## src/rtl/i2c_aseq_pkg.sv

```systemverilog
package i2c_aseq_pkg;

  typedef enum logic [2:0] {
    ST_IDLE,
    ST_START,
    ST_BLO,    // bit slot, SCL low
    ST_BHI,    // bit slot, SCL high
    ST_RLO,    // repeated start preamble, SCL low
    ST_RHI,    // repeated start preamble, SCL high
    ST_PLO,    // stop, SCL low
    ST_PHI     // stop, SCL high
  } aseq_state_e;

  typedef enum logic [1:0] {
    BY_PRE,
    BY_FIRST,
    BY_SECOND
  } aseq_byte_e;

  localparam logic [1:0] SEL_FIRST  = 2'd0;
  localparam logic [1:0] SEL_SECOND = 2'd1;
  localparam logic [1:0] SEL_PREFIX = 2'd2;
  localparam logic [1:0] SEL_DIV    = 2'd3;

  localparam int BYTE_W = 8;

endpackage

```

## src/rtl/aseq_regs.sv

```systemverilog
module aseq_regs
  import i2c_aseq_pkg::*;
#(
  parameter int HALF_W = 8,
  parameter logic [2*HALF_W-1:0] DIV_RST = 16'h1F1F,
  localparam int DATA_W = 2 * HALF_W
) (
  input  logic              clk,
  input  logic              rst_n,
  input  logic              wr_en,
  input  logic [1:0]        wr_sel,
  input  logic [DATA_W-1:0] wr_data,
  input  logic              busy,
  output logic              go,
  output logic              prefix_pend,
  output logic [BYTE_W-1:0] first_q,
  output logic [BYTE_W-1:0] second_q,
  output logic [BYTE_W-1:0] prefix_q,
  output logic [HALF_W-1:0] div_hi,
  output logic [HALF_W-1:0] div_lo
);

  logic wr_ok;

  assign wr_ok = wr_en && !busy;
  assign go    = wr_ok && (wr_sel == SEL_FIRST);

  always_ff @(posedge clk or negedge rst_n) begin
    if (!rst_n) begin
      first_q     <= '0;
      second_q    <= '0;
      prefix_q    <= '0;
      div_hi      <= DIV_RST[DATA_W-1:HALF_W];
      div_lo      <= DIV_RST[HALF_W-1:0];
      prefix_pend <= 1'b0;
    end else if (wr_ok) begin
      unique case (wr_sel)
        SEL_FIRST: begin
          first_q     <= wr_data[BYTE_W-1:0];
          prefix_pend <= 1'b0;
        end
        SEL_SECOND: second_q <= wr_data[BYTE_W-1:0];
        SEL_PREFIX: begin
          prefix_q    <= wr_data[BYTE_W-1:0];
          prefix_pend <= 1'b1;
        end
        default: begin
          div_hi <= wr_data[DATA_W-1:HALF_W];
          div_lo <= wr_data[HALF_W-1:0];
        end
      endcase
    end
  end


  hold_when_busy_chk: assert property (@(posedge clk) disable iff (!rst_n)
    (busy && wr_en) |=> ($stable(div_hi) && $stable(div_lo) && $stable(first_q) &&
                         $stable(second_q) && $stable(prefix_q) && $stable(prefix_pend)));

endmodule

```

## src/rtl/aseq_timer.sv

```systemverilog
module aseq_timer #(
  parameter int W = 8
) (
  input  logic         clk,
  input  logic         rst_n,
  input  logic         load,
  input  logic [W-1:0] len,
  output logic         last
);

  logic [W-1:0] cnt;

  always_ff @(posedge clk or negedge rst_n) begin
    if (!rst_n) begin
      cnt <= '0;
    end else if (load) begin
      cnt <= len;
    end else if (cnt != '0) begin
      cnt <= cnt - 1'b1;
    end
  end

  assign last = (cnt == '0);

endmodule

```

## src/rtl/aseq_ctrl.sv

```systemverilog
module aseq_ctrl
  import i2c_aseq_pkg::*;
#(
  parameter int HALF_W = 8
) (
  input  logic              clk,
  input  logic              rst_n,
  input  logic              go,
  input  logic              prefix_pend,
  input  logic              mode_10b,
  input  logic [BYTE_W-1:0] first_q,
  input  logic [BYTE_W-1:0] second_q,
  input  logic [BYTE_W-1:0] prefix_q,
  input  logic [HALF_W-1:0] div_hi,
  input  logic [HALF_W-1:0] div_lo,
  input  logic              last,
  input  logic              sda_in,
  output logic              load,
  output logic [HALF_W-1:0] len,
  output logic              scl_dl,
  output logic              sda_dl,
  output logic              busy,
  output logic              done,
  output logic              nack
);

  localparam logic [3:0] ACK_IDX = 4'd8;

  aseq_state_e       state, nxt_state;
  aseq_byte_e        cur, nxt_cur;
  logic [3:0]        bidx, nxt_bidx;
  logic              ten_q;
  logic [BYTE_W-1:0] cur_byte;
  logic              bit_val;
  logic              ack_end;
  logic              nack_now;
  logic              fin_ok;

  always_comb begin
    unique case (cur)
      BY_PRE:   cur_byte = prefix_q;
      BY_FIRST: cur_byte = first_q;
      default:  cur_byte = second_q;
    endcase
  end

  assign bit_val  = cur_byte[3'd7 - bidx[2:0]];
  assign ack_end  = (state == ST_BHI) && last && (bidx == ACK_IDX) && (cur != BY_PRE);
  assign nack_now = ack_end && sda_in;
  assign fin_ok   = ack_end && !sda_in && !((cur == BY_FIRST) && ten_q);

  always_comb begin
    nxt_state = state;
    nxt_cur   = cur;
    nxt_bidx  = bidx;
    load      = 1'b0;
    len       = div_lo;
    unique case (state)
      ST_IDLE: if (go) begin
        nxt_state = ST_START;
        nxt_cur   = prefix_pend ? BY_PRE : BY_FIRST;
        load      = 1'b1;
        len       = div_hi;
      end
      ST_START: if (last) begin
        nxt_state = ST_BLO;
        nxt_bidx  = 4'd0;
        load      = 1'b1;
      end
      ST_BLO: if (last) begin
        nxt_state = ST_BHI;
        load      = 1'b1;
        len       = div_hi;
      end
      ST_BHI: if (last) begin
        load = 1'b1;
        if (bidx != ACK_IDX) begin
          nxt_bidx  = bidx + 4'd1;
          nxt_state = ST_BLO;
        end else if (cur == BY_PRE) begin
          nxt_state = ST_RLO;
        end else if (sda_in) begin
          nxt_state = ST_PLO;
        end else if ((cur == BY_FIRST) && ten_q) begin
          nxt_cur   = BY_SECOND;
          nxt_bidx  = 4'd0;
          nxt_state = ST_BLO;
        end else begin
          nxt_state = ST_PLO;
        end
      end
      ST_RLO: if (last) begin
        nxt_state = ST_RHI;
        load      = 1'b1;
        len       = div_hi;
      end
      ST_RHI: if (last) begin
        nxt_state = ST_START;
        nxt_cur   = BY_FIRST;
        load      = 1'b1;
        len       = div_hi;
      end
      ST_PLO: if (last) begin
        nxt_state = ST_PHI;
        load      = 1'b1;
        len       = div_hi;
      end
      default: if (last) begin
        nxt_state = ST_IDLE;
      end
    endcase
  end

  always_ff @(posedge clk or negedge rst_n) begin
    if (!rst_n) begin
      state <= ST_IDLE;
      cur   <= BY_FIRST;
      bidx  <= 4'd0;
      ten_q <= 1'b0;
      done  <= 1'b0;
      nack  <= 1'b0;
    end else begin
      state <= nxt_state;
      cur   <= nxt_cur;
      bidx  <= nxt_bidx;
      done  <= fin_ok;
      if (go && (state == ST_IDLE)) begin
        ten_q <= mode_10b;
        nack  <= 1'b0;
      end else if (nack_now) begin
        nack  <= 1'b1;
      end
    end
  end

  always_comb begin
    unique case (state)
      ST_START:      sda_dl = 1'b1;
      ST_BLO, ST_BHI: sda_dl = (bidx != ACK_IDX) && !bit_val;
      ST_PLO, ST_PHI: sda_dl = 1'b1;
      default:       sda_dl = 1'b0;
    endcase
  end

  assign scl_dl = (state == ST_BLO) || (state == ST_RLO) || (state == ST_PLO);
  assign busy   = (state != ST_IDLE);


  sda_stable_chk: assert property (@(posedge clk) disable iff (!rst_n)
    (!$past(scl_dl) && !scl_dl && (sda_dl != $past(sda_dl))) |->
      ((state == ST_START) || (state == ST_IDLE)));


  done_once_chk: assert property (@(posedge clk) disable iff (!rst_n)
    done |=> !done);


  done_stop_chk: assert property (@(posedge clk) disable iff (!rst_n)
    done |-> ((state == ST_PLO) && !nack));


  nack_stop_chk: assert property (@(posedge clk) disable iff (!rst_n)
    $rose(nack) |-> (state == ST_PLO));


  start_after_go_chk: assert property (@(posedge clk) disable iff (!rst_n)
    (go && !busy) |=> ((state == ST_START) && !nack && sda_dl && !scl_dl));

endmodule

```

## src/rtl/i2c_addr_seq.sv

```systemverilog
module i2c_addr_seq
  import i2c_aseq_pkg::*;
#(
  parameter int HALF_W = 8,
  parameter logic [2*HALF_W-1:0] DIV_RST = 16'h1F1F,
  localparam int DATA_W = 2 * HALF_W
) (
  input  logic              clk,
  input  logic              rst_n,
  input  logic              wr_en,
  input  logic [1:0]        wr_sel,
  input  logic [DATA_W-1:0] wr_data,
  input  logic              mode_10b,
  input  logic              sda_in,
  output logic              scl_drive_low,
  output logic              sda_drive_low,
  output logic              busy,
  output logic              done,
  output logic              nack
);

  logic              go;
  logic              prefix_pend;
  logic [BYTE_W-1:0] first_q, second_q, prefix_q;
  logic [HALF_W-1:0] div_hi, div_lo;
  logic              load, last;
  logic [HALF_W-1:0] len;

  aseq_regs #(.HALF_W(HALF_W), .DIV_RST(DIV_RST)) u_regs (
    .clk        (clk),
    .rst_n      (rst_n),
    .wr_en      (wr_en),
    .wr_sel     (wr_sel),
    .wr_data    (wr_data),
    .busy       (busy),
    .go         (go),
    .prefix_pend(prefix_pend),
    .first_q    (first_q),
    .second_q   (second_q),
    .prefix_q   (prefix_q),
    .div_hi     (div_hi),
    .div_lo     (div_lo)
  );

  aseq_timer #(.W(HALF_W)) u_timer (
    .clk  (clk),
    .rst_n(rst_n),
    .load (load),
    .len  (len),
    .last (last)
  );

  aseq_ctrl #(.HALF_W(HALF_W)) u_ctrl (
    .clk        (clk),
    .rst_n      (rst_n),
    .go         (go),
    .prefix_pend(prefix_pend),
    .mode_10b   (mode_10b),
    .first_q    (first_q),
    .second_q   (second_q),
    .prefix_q   (prefix_q),
    .div_hi     (div_hi),
    .div_lo     (div_lo),
    .last       (last),
    .sda_in     (sda_in),
    .load       (load),
    .len        (len),
    .scl_dl     (scl_drive_low),
    .sda_dl     (sda_drive_low),
    .busy       (busy),
    .done       (done),
    .nack       (nack)
  );

endmodule

```

## config.mk

```make
export PLATFORM = sky130hd
export DESIGN_NAME = i2c_addr_seq
export DESIGN_NICKNAME = d
export VERILOG_FILES = /design/src/rtl/i2c_aseq_pkg.sv /design/src/rtl/aseq_regs.sv /design/src/rtl/aseq_timer.sv /design/src/rtl/aseq_ctrl.sv /design/src/rtl/i2c_addr_seq.sv
export SDC_FILE = /design/constraint.sdc
export NUM_CORES = 1
export LEC_CHECK = 0
export ABC_AREA = 1
export BUFFER_PORTS_ARGS = -buffer_cell sky130_fd_sc_hd__buf_2
export CORE_ASPECT_RATIO = 1.5
export CORE_UTILIZATION = 40
export DETAILED_ROUTE_END_ITERATION = 12
export SYNTH_ARGS = -nofsm -noshare
export SYNTH_HDL_FRONTEND = slang
export SYNTH_SLANG_ARGS = --single-unit
```

## constraint.sdc

```tcl
create_clock -name clk -period 2.35 [get_ports clk]
set_clock_uncertainty 0.15 [all_clocks]
set_input_delay 0.1175 -clock clk [delete_from_list [all_inputs] [get_ports clk]]
set_output_delay 0.1175 -clock clk [all_outputs]
set_load 0.02 [all_outputs]
```

==> run_results.csv <==
group,metric,value,unit
finish,drive_gt1_frac,0.1700,
drt,via_count,2927,
drt,viasPerCell,4.886,
critical_path,reg2reg_to,"u_ctrl.bidx[0]",
drt,dr.pass1.iters,4,
drt,drt.antenna.violating_nets,0,
synthesis,synth_nets,463,
critical_path,slowest_stage,"dfstp_2",
global_routing,met3_usage,0.05040,
clock_network,cts_sinks,61,
clock_network,clk_pin_slew,0.05,ns
global_routing,grt_max_degree,53,
clock_network,clk_latency,0.33,ns
timing,period_share,0.9543,
global_routing,grt-busiest-layer,"met2",
global_routing,antenna_found_initial,0,
clock_network,clockBufferDepth,2,
placement,gp_congestion,0.8395,
synthesis,netlist_area,3332,µm²
global_routing,grt_pass1_vias,2982,
placement,dp_hpwl,5911,µm
critical_path,arrival,1.98,ns
placement,placed_area,3588,µm²
power,total_power,0.002716,W
timing,min_period,2.243,ns
floorplanning,die-area,8706,µm²
timing,setup_violations,0,
critical_path,reg2regPathDepth,10,
synthesis,netlist.area_leader.share,0.3755,
clock_network,htreeDepth,3,
global_routing,use_met2,0.3766,
synthesis,async_flop_share,1.000,
floorplanning,initial_core_util,0.4135,
synthesis,ys_seq_elements,61,
floorplanning,num_rows,40,
synthesis,synthTopCellsByCount,"nand2_1 (115), inv_1 (60), dfrtp_1 (50)",
global_routing,grt-ovfl-total,0,
critical_path,cpPeakStageDelay,0.60,ns
floorplanning,die_x,76.52,µm
timing,worst_slew_margin_rel,0.7344,
timing,clock.fmax,445.9,MHz
timing,slew_violations,0,
timing,worstMarginPinSlew,0.3975,ns
critical_path,path_common_cell,"nand3_1",
floorplanning,num_io_pins,28,
synthesis,synth_flop_cell,"dfrtp_1",
power,cellPowerDensity,659.6,nW/µm²
floorplanning,coreArea,8058,µm²
synthesis,yosys-top-cells-area,"dfrtp_1 (38%), nand2_1 (13%), dfstp_2 (8.7%)",
clock_network,cts-root-buf,"clkbuf_16",
flow_run,max_cap_viol_count,0,
power,p_leak,2.065,nW
finish,nNetsFinal,516,
critical_path,worstSetupPathType,"register to output pin",
global_routing,grtUsageTotal,0.2079,
synthesis,yosysUniqueCellTypes,32,
finish,final_cell_area,4118,µm²
outcome,status,"complete, no violations",
synthesis,synth_top_cell_by_area,"dfrtp_1",
synthesis,yosys_warnings,0,
power,max-vdd-ir-drop,558.9,µV
floorplanning,die_h,113.8,µm
finish,syn2layout_area_growth,23.58,%
drt,wirelength,8198,µm
worst_hold_path,min_path_type,"input port to asynchronous set/reset pin",
synthesis,synth.avg_cell_area,7.642,µm²
finish,fin_util,0.5110,
critical_path,cp_cell_sequence,"nor2_1 -> buf_4 -> nand2_1 -> nand3_1 -> a21oi_2 -> nand3_1 -> nand3_1 -> nand2_1 -> inv_1 -> buf_4",
synthesis,yosysMostFrequentCell,"nand2_1",
finish,num_antenna_cells,0,
critical_path,startpoint_type,"register",
synthesis,netlist_instances,436,
synthesis,synth-edff-count,0,
critical_path,cp_max_fo,10,
timing,tns,0,ns
global_routing,met1_usage,0.2246,
drt,wl_per_cell,13.69,µm
timing,hold_violations,0,
critical_path,cp-end-kind,"output pin",
synthesis,ys_seq_area_frac,0.4623,
drt,drt_iter0_markers,156,
finish,fillers,792,
drt,drcViolationCount,0,
clock_network,cts_tree,"yes",
clock_network,cts_buffers,9,
global_routing,grt_pass1_wl,13720,µm
critical_path,r2r-start,"u_ctrl.bidx[0]",
placement,portBuffers,27,
timing,rsz0062_at_grt,"false",
critical_path,reg2reg_slack,0.23,ns
critical_path,required,2.08,ns
==> power by group <==
part / total [W] / internal (W) / switching (W)
clock: 0.00141 / 0.000954 / 0.000456
combinational: 0.000209 / 0.0000812 / 0.000127
sequential: 0.00110 / 0.00107 / 0.0000230
==> kinds of logic (layout without fill, tap and decap cells) <==
kind of cell    count (synthesis)  count (layout)  synth area share
compound gates                 82              82            0.1296
xor+xnor                        5               5           0.01314
simple gates                  207             207            0.2824
fa+ha+maj                       4               4           0.01502
buf+inv                        77             135           0.09763
flops                          61              61            0.4623
==> worst max-delay path by stage <==
stage                               from              to  slack (ns)  depth (start not counted)
final                      u_ctrl.cur[0]   sda_drive_low        0.11                         10
after CTS                  u_ctrl.cur[0]   sda_drive_low        0.05                         10
after global routing       u_ctrl.cur[0]   sda_drive_low       0.004                         10
after global placement    u_ctrl.bidx[0]  u_ctrl.bidx[0]        0.33                         10
after floorplan           u_ctrl.bidx[0]  u_ctrl.bidx[0]        0.56                         10
after detailed placement  u_ctrl.bidx[0]  u_ctrl.bidx[0]        0.26                         10
==> cell usage in the layout (no fill, tap or decap), drive strengths merged <==
cell type,netlist,final
inv,66,66
bufinv,0,2
buf,9,33
a31oi,1,1
nand3,35,35
xor2,4,4
nor4,3,3
clkinv,0,1
nor3,4,4
ha,4,4
dfstp,11,11
nor2,42,42
dfrtp,50,50
or2,1,1
clkbuf,2,13
dlygate4sd3,0,19
a21oi,25,25
o211ai,5,5
clkinvlp,0,1
nand4,1,1
xnor2,1,1
o22ai,3,3
nand2,121,121
o21ai,48,48
==> metal layers <==
layer,vias up,part of all wire
met2,49,0.52
met1,1365,0.41
met5,-,0
li1,1495,-
met3,18,0.031
met4,0,0.032
==> timing repair <==
item / CTS / global route
buffers inserted: 0 / 2
hold buffers: 19 / 0
endpoints found under the hold margin: 93 / 0
endpoints found under the setup margin: 0 / 1
resized for setup: 0 / 3
==> worst max-delay path: cells and delay by family (launching register included) <==
family / cells / cell delay [ns]
buffers and inverters: 3 / 0.38
and+or+nand+nor: 6 / 0.50
AOI/OAI and AO/OA: 1 / 0.16
DFF: 1 / 0.60
==> sequential cells by signal (all words and copies together), names as in the netlist <==
name                cells
u_ctrl.bidx             4
u_ctrl.cur              2
u_ctrl.done             1
u_ctrl.nack             1
u_ctrl.state            3
u_ctrl.ten_q            1
u_regs.div_hi           8
u_regs.div_lo           8
u_regs.first_q          8
u_regs.prefix_pend      1
u_regs.prefix_q         8
u_regs.second_q         8
u_timer.cnt             8
==> area by class of cell <==
| class | count | area (µm²) | share of cell area |
|---|---|---|---|
| multi-input cells | 298 | 1470 | 0.3570 |
| repair buffers | 53 | 402.9 | 0.09784 |
| flip-flops and latches | 61 | 1541 | 0.3744 |
| well taps | 105 | 131.4 | 0.03191 |
| clock buffers | 12 | 246.5 | 0.05986 |
| clock inverters | 4 | 72.57 | 0.01762 |
| inverters | 66 | 252.7 | 0.06138 |
==> metrics by stage <==
stage	setup slack, ns	cells	hold WS (ns)
6_report	0.1073	599	0.03742
5_1_grt	0.004085	599	0.06106
4_1_cts	0.05322	597	0.03488
3_5_place_dp	0.2634	562	-0.1485
3_3_place_gp	0.3262	562	-0.1547
2_1_floorplan	0.5608	436	-0.3281
Power figures use the tool's default switching activity.
